## src/rtl/nco_hop_pkg.sv

```systemverilog
package nco_hop_pkg;

    // Channel activity state
    typedef enum logic [0:0] {
        ST_ASLEEP = 1'b0,
        ST_RUN    = 1'b1
    } chan_state_e;

endpackage

```

## src/rtl/nco_shadow_regs.sv

```systemverilog
module nco_shadow_regs #(
    parameter int FREQ_W    = 32,
    parameter int HALF_W    = 16,
    parameter int NUM_PARTS = FREQ_W / HALF_W,
    parameter int SEL_W     = 1
) (
    input  logic              clk,
    input  logic              rst_n,
    input  logic              wr_en,
    input  logic [SEL_W-1:0]  wr_sel,
    input  logic [HALF_W-1:0] wr_data,
    output logic [FREQ_W-1:0] shadow_q,
    output logic [FREQ_W-1:0] shadow_d
);

    // One register per part of the word; shadow_d is the value after this edge
    for (genvar g = 0; g < NUM_PARTS; g++) begin : g_part
        logic              hit;
        logic [HALF_W-1:0] part_q;
        logic [HALF_W-1:0] part_d;

        assign hit    = wr_en && (wr_sel == SEL_W'(g));
        assign part_d = hit ? wr_data : part_q;

        always_ff @(posedge clk) begin
            if (!rst_n) begin
                part_q <= '0;
            end else begin
                part_q <= part_d;
            end
        end

        assign shadow_q[g*HALF_W +: HALF_W] = part_q;
        assign shadow_d[g*HALF_W +: HALF_W] = part_d;
    end

endmodule

```

## src/rtl/nco_commit_ctrl.sv

```systemverilog
module nco_commit_ctrl
    import nco_hop_pkg::*;
(
    input  logic        clk,
    input  logic        rst_n,
    input  logic        sleep,
    input  logic        clk_en,
    input  logic        hop_strobe,
    input  logic        wr_en,
    input  logic        hop_immediate,
    output logic        commit,
    output logic        advance,
    output chan_state_e state_o
);

    chan_state_e state_q;
    chan_state_e state_d;
    logic        wake;

    // State register
    always_ff @(posedge clk) begin
        if (!rst_n) begin
            state_q <= ST_ASLEEP;
        end else begin
            state_q <= state_d;
        end
    end

    // Next-state logic
    always_comb begin
        state_d = state_q;
        unique case (state_q)
            ST_ASLEEP: state_d = sleep ? ST_ASLEEP : ST_RUN;
            ST_RUN:    state_d = sleep ? ST_ASLEEP : ST_RUN;
            default:   state_d = ST_ASLEEP;
        endcase
    end

    // Outputs
    always_comb begin
        wake    = 1'b0;
        advance = 1'b0;
        unique case (state_q)
            ST_ASLEEP: wake    = !sleep;
            ST_RUN:    advance = clk_en && !sleep;
            default: begin
                wake    = 1'b0;
                advance = 1'b0;
            end
        endcase
        commit = wake || hop_strobe || (wr_en && hop_immediate);
    end

    assign state_o = state_q;

endmodule

```

## src/rtl/nco_phase_acc.sv

```systemverilog
module nco_phase_acc #(
    parameter int FREQ_W = 32
) (
    input  logic              clk,
    input  logic              rst_n,
    input  logic              commit,
    input  logic              clear_mode,
    input  logic              advance,
    input  logic [FREQ_W-1:0] load_word,
    output logic [FREQ_W-1:0] work_freq,
    output logic [FREQ_W-1:0] phase
);

    // Working frequency register
    always_ff @(posedge clk) begin
        if (!rst_n) begin
            work_freq <= '0;
        end else if (commit) begin
            work_freq <= load_word;
        end
    end

    // Accumulator: a clearing commit wins over the step, and a step uses the old word
    always_ff @(posedge clk) begin
        if (!rst_n) begin
            phase <= '0;
        end else if (commit && clear_mode) begin
            phase <= '0;
        end else if (advance) begin
            phase <= phase + work_freq;
        end
    end

endmodule

```

## src/rtl/nco_hop_core.sv

```systemverilog
module nco_hop_core
    import nco_hop_pkg::*;
#(
    parameter int FREQ_W = 32,
    parameter int HALF_W = 16,
    localparam int NUM_PARTS = FREQ_W / HALF_W,
    localparam int SEL_W     = (NUM_PARTS > 1) ? $clog2(NUM_PARTS) : 1
) (
    input  logic              clk,
    input  logic              rst_n,
    input  logic              wr_en,
    input  logic [SEL_W-1:0]  wr_sel,
    input  logic [HALF_W-1:0] wr_data,
    input  logic              hop_strobe,
    input  logic              hop_immediate,
    input  logic              hop_clear_mode,
    input  logic              sleep,
    input  logic              clk_en,
    output logic [FREQ_W-1:0] phase_out
);

    logic [FREQ_W-1:0] shadow_word;
    logic [FREQ_W-1:0] shadow_next;
    logic [FREQ_W-1:0] work_freq;
    logic              commit;
    logic              advance;
    chan_state_e       chan_state;

    nco_shadow_regs #(
        .FREQ_W    (FREQ_W),
        .HALF_W    (HALF_W),
        .NUM_PARTS (NUM_PARTS),
        .SEL_W     (SEL_W)
    ) u_shadow (
        .clk      (clk),
        .rst_n    (rst_n),
        .wr_en    (wr_en),
        .wr_sel   (wr_sel),
        .wr_data  (wr_data),
        .shadow_q (shadow_word),
        .shadow_d (shadow_next)
    );

    nco_commit_ctrl u_ctrl (
        .clk           (clk),
        .rst_n         (rst_n),
        .sleep         (sleep),
        .clk_en        (clk_en),
        .hop_strobe    (hop_strobe),
        .wr_en         (wr_en),
        .hop_immediate (hop_immediate),
        .commit        (commit),
        .advance       (advance),
        .state_o       (chan_state)
    );

    nco_phase_acc #(
        .FREQ_W (FREQ_W)
    ) u_acc (
        .clk        (clk),
        .rst_n      (rst_n),
        .commit     (commit),
        .clear_mode (hop_clear_mode),
        .advance    (advance),
        .load_word  (shadow_next),
        .work_freq  (work_freq),
        .phase      (phase_out)
    );

endmodule

```

## config.mk

```make
export PLATFORM = sky130hd
export DESIGN_NAME = nco_hop_core
export DESIGN_NICKNAME = d
export VERILOG_FILES = /design/src/rtl/nco_hop_pkg.sv /design/src/rtl/nco_shadow_regs.sv /design/src/rtl/nco_commit_ctrl.sv /design/src/rtl/nco_phase_acc.sv /design/src/rtl/nco_hop_core.sv
export SDC_FILE = /design/constraint.sdc
export NUM_CORES = 1
export LEC_CHECK = 0
export ABC_AREA = 1
export BUFFER_PORTS_ARGS = -buffer_cell sky130_fd_sc_hd__buf_2
export CORE_MARGIN = 10
export CORE_UTILIZATION = 46
export DETAILED_ROUTE_END_ITERATION = 16
export PLACE_DENSITY = 0.72
export SYNTH_ARGS = -nofsm -noshare
export SYNTH_HDL_FRONTEND = slang
export SYNTH_SLANG_ARGS = --single-unit
```

## constraint.sdc

```tcl
create_clock -name clk -period 1.8 [get_ports clk]
set_clock_uncertainty 0.15 [all_clocks]
set_input_delay 0.09 -clock clk [delete_from_list [all_inputs] [get_ports clk]]
set_output_delay 0.09 -clock clk [all_outputs]
set_load 0.005 [all_outputs]
```

==> flow_summary.json <==
{
  "place_area_mm2": 0.00686,
  "n_antenna_cell": 0,
  "yosysTopAreaCellShare_pct": 33.3,
  "syn-cell-area_mm2": 0.00582,
  "fin_area_mm2": 0.00833,
  "wirelength_um": 19500,
  "powerDensity_mw_per_mm2": 614,
  "syn_inst": 883,
  "crit_type": "reg -> reg",
  "ys.warnings.count": 0,
  "seqCellArea_mm2": 0.00202,
  "drv_slew": 0,
  "min-delay-start": "rst_n",
  "peakVddDrop_mv": 0.466,
  "grt_max_degree": 65,
  "finalCriticalPeriod_ns": 2.02,
  "synth_top_area_cell": "dfxtp_1",
  "p_switching_mw": 1.47,
  "setup_ws_ns": -0.221,
  "p_comb_share_pct": 16.9,
  "hold_ws_ns": 0.112,
  "clk_root_buffer_cell": "clkbuf_16",
  "drv_cap": 0,
  "antenna_found_initial": 0,
  "area_growth_pct": 43.1,
  "cts_made_buffers": 9,
  "synthTopCellsByArea": "dfxtp_1 (33%), nand2_1 (15%), inv_1 (9.1%)",
  "switching_share_pct": 28.7,
  "power.leakage_nw": 4.44,
  "cpPeakStageDelay_ns": 0.36,
  "grt.total_usage_pct": 20.0,
  "fmax_mhz": 495,
  "synth-seq-area-share_pct": 33.3,
  "finalPower_mw": 5.11,
  "required_ns": 1.89,
  "avgSynthCellArea_um2": 6.59,
  "fill_cells": 1005,
  "die_w_um": 133,
  "slew_headroom_pct": 57.4,
  "power_frac_seq_pct": 45.9,
  "power_frac_clock_pct": 37.2,
  "wl_per_cell_um": 16.1,
  "portBuffers": 56,
  "ys_types": 32,
  "drive_above_1_share_pct": 36.7,
  "htreeDepth": 3,
  "cpMostUsedCell": "nand2_1",
  "clk_path_buf_depth": 2,
  "reg2reg_from": "u_acc.work_freq[6]",
  "slowest_stage": "dfxtp_2",
  "grt_overflow": 0,
  "rows": 41,
  "drtPass1Iterations": 5,
  "dp.final_hpwl_um": 12600,
  "final_nets": 1093,
  "crit_path_start_kind": "register",
  "cp.arrival_ns": 2.11,
  "gp_congestion": 0.919,
  "startpoint": "u_acc.work_freq[6]",
  "drcViolationCount": 0,
  "ys_seq_elements": 97,
  "min_period_over_period_pct": 112,
  "crit_path_cell_trace": "ha_4 -> nand2_1 -> inv_1 -> nand2_1 -> nand2_1 -> inv_1 -> nand2_2 -> nand2_1 -> nand2_1 -> xnor2_1 -> nand2_1 -> nand2_1 -> inv_1",
  "multi_input_area_mm2": 0.00406,
  "grt_first_pass_wirelength_um": 29100,
  "start_util_pct": 46.5,
  "die_y_um": 133,
  "worstMarginPinSlew_ns": 0.638,
  "rsz0062_at_grt": "yes",
  "insertion_delay_ns": 0.35,
  "numClockSinks": 97,
  "die_area_mm2": 0.0176,
  "instances_no_fill": 1213,
  "core_mm2": 0.0125,
  "syn_nets": 940,
  "final_antenna_net_count": 0,
  "cp_max_fo": 4,
  "vias": 6165,
  "grt_pass1_vias": 5988,
  "hold_viol_final": 0,
  "cts_tree": "yes",
  "hold_class": "in -> reg",
  "critPathCaptureType": "register",
  "setup_viol": 29,
  "status": "finished with violations",
  "clk_pin_slew_ns": 0.08,
  "first_iter_violations": 507,
  "vias_per_cell": 5.08,
  "pin_count": 57,
  "internal_power_mw": 3.64,
  "dp_cells": 1170,
  "violations": "setup timing"
}
-- sequential cells by signal, indices dropped and copies added (netlist names) --
name,count
u_acc.phase,32
u_acc.work_freq,32
u_ctrl.state_o,1
u_shadow.g_part.part_q,32
-- worst paths after layout --
path,cells past startpoint,slack (ns),to
worst max-delay path,13,-0.22,u_acc.phase[16]
worst min-delay path,4,0.11,u_acc.work_freq[8]
worst max register to register,13,-0.22,u_acc.phase[16]
worst min register to register,2,0.35,u_shadow.g_part[1].part_q[4]
-- cell families (layout without fill, tap and decap cells) --
kind of cell / count (synthesis) / count (layout) / share of synthesized area [%]
AO/OA/AOI/OAI: 111 / 111 / 10.0
XOR/XNOR: 16 / 16 / 2.41
adder cells (fa/ha/maj): 32 / 32 / 7.00
buffers and inverters: 168 / 326 / 11.5
flip-flops: 97 / 97 / 33.3
multiplexers: 32 / 32 / 5.50
AND/OR/NAND/NOR: 427 / 427 / 30.2
-- Yosys cell counts --
cell type and n:
a21o_1 1, a21oi_1 58, a21oi_4 1, and2_0 1
buf_1 1, buf_2 8, buf_4 4, buf_6 2
clkbuf_1 9, dfxtp_1 97, fa_1 1, ha_1 31
inv_1 141, inv_2 3, mux2i_1 32, nand2_1 234
nand2_2 13, nand3_1 36, nand3_2 6, nand3b_1 1
nand4_1 3, nor2_1 126, nor2_2 3, nor3_1 1
nor3_2 3, o211ai_1 1, o21ai_0 43, o21ai_1 3
o21ai_2 1, o21bai_1 3, xnor2_1 6, xor2_1 10
-- layout by cell type, fill, tap and decap left out, types with 2 or more instances in the layout --
master         count
nand2_1          176
inv_1            129
nor2_1           107
buf_4             80
buf_2             56
nand2_2           53
dfxtp_1           49
a21oi_1           47
dfxtp_2           39
o21ai_0           35
mux2i_1           32
nand3_1           28
ha_4              28
dlygate4sd3_1     19
nand2_4           18
nor2_2            15
inv_2             13
o21ai_1           11
nand3_2           10
buf_6             10
xor2_1             9
clkbuf_16          9
dfxtp_4            9
a21oi_2            8
nor2_4             7
a21oi_4            4
nand3_4            4
nor3_2             3
o21bai_1           3
nand4_1            3
xnor2_1            3
xnor2_2            3
ha_1               3
inv_4              2
clkinvlp_4         2
inv_6              2
-- area by class of cell --
| type | count | area share [%] |
|---|---|---|
| inverter | 144 | 6.55 |
| clock buffer | 11 | 2.91 |
| clock inverter | 5 | 0.450 |
| tap | 172 | 2.58 |
| timing repair buffer | 166 | 14.4 |
| multi-input combinational | 618 | 48.8 |
| sequential | 97 | 24.3 |
-- per-stage QoR --
stage | setup TNS, ns | utilization, % | setup slack [ns]
2_1_floorplan | 0 | - | 0.00297
3_3_place_gp | -3.01 | 54.8 | -0.218
3_5_place_dp | -3.43 | 54.8 | -0.225
4_1_cts | -0.757 | 63.2 | -0.137
5_1_grt | -5.47 | 66.6 | -0.306
6_report | -3.05 | 66.6 | -0.221
-- power by group through the flow --
stage | Combinational, mW | Clock [mW] | Sequential [mW]
global route | 0.941 | 1.99 | 2.36
finish | 0.863 | 1.90 | 2.35
floorplan | 0.410 | 0 | 2.33
detailed placement | 0.668 | 0 | 2.36
CTS | 0.779 | 1.90 | 2.34
global placement | 0.658 | 0 | 2.36
-- critical path, delay by kind of cell (launching register included) --
| family | cells | cell delay [ns] |
|---|---|---|
| adders and majority gates | 1 | 0.31 |
| DFF | 1 | 0.36 |
| and+or+nand+nor | 8 | 0.75 |
| xor gates and xnor gates | 1 | 0.14 |
| buffers and inverters | 3 | 0.21 |
-- routing by layer --
metal	vias up	track usage (%)	wire, um
li1	3054	-	-
met5	-	0	0
met3	40	3.14	1260
met2	221	33.8	9530
met1	2850	25.4	8260
met4	0	6.66	447
-- timing repair --
| action | in CTS | in global routing |
|---|---|---|
| hold buffers | 19 | 0 |
| pin swaps | 31 | 42 |
| setup endpoints to repair | 27 | 30 |
| hold endpoints to repair | 63 | 0 |
| setup buffers | 5 | 4 |
| resized for setup | 119 | 130 |
Power figures use the tool's default switching activity.
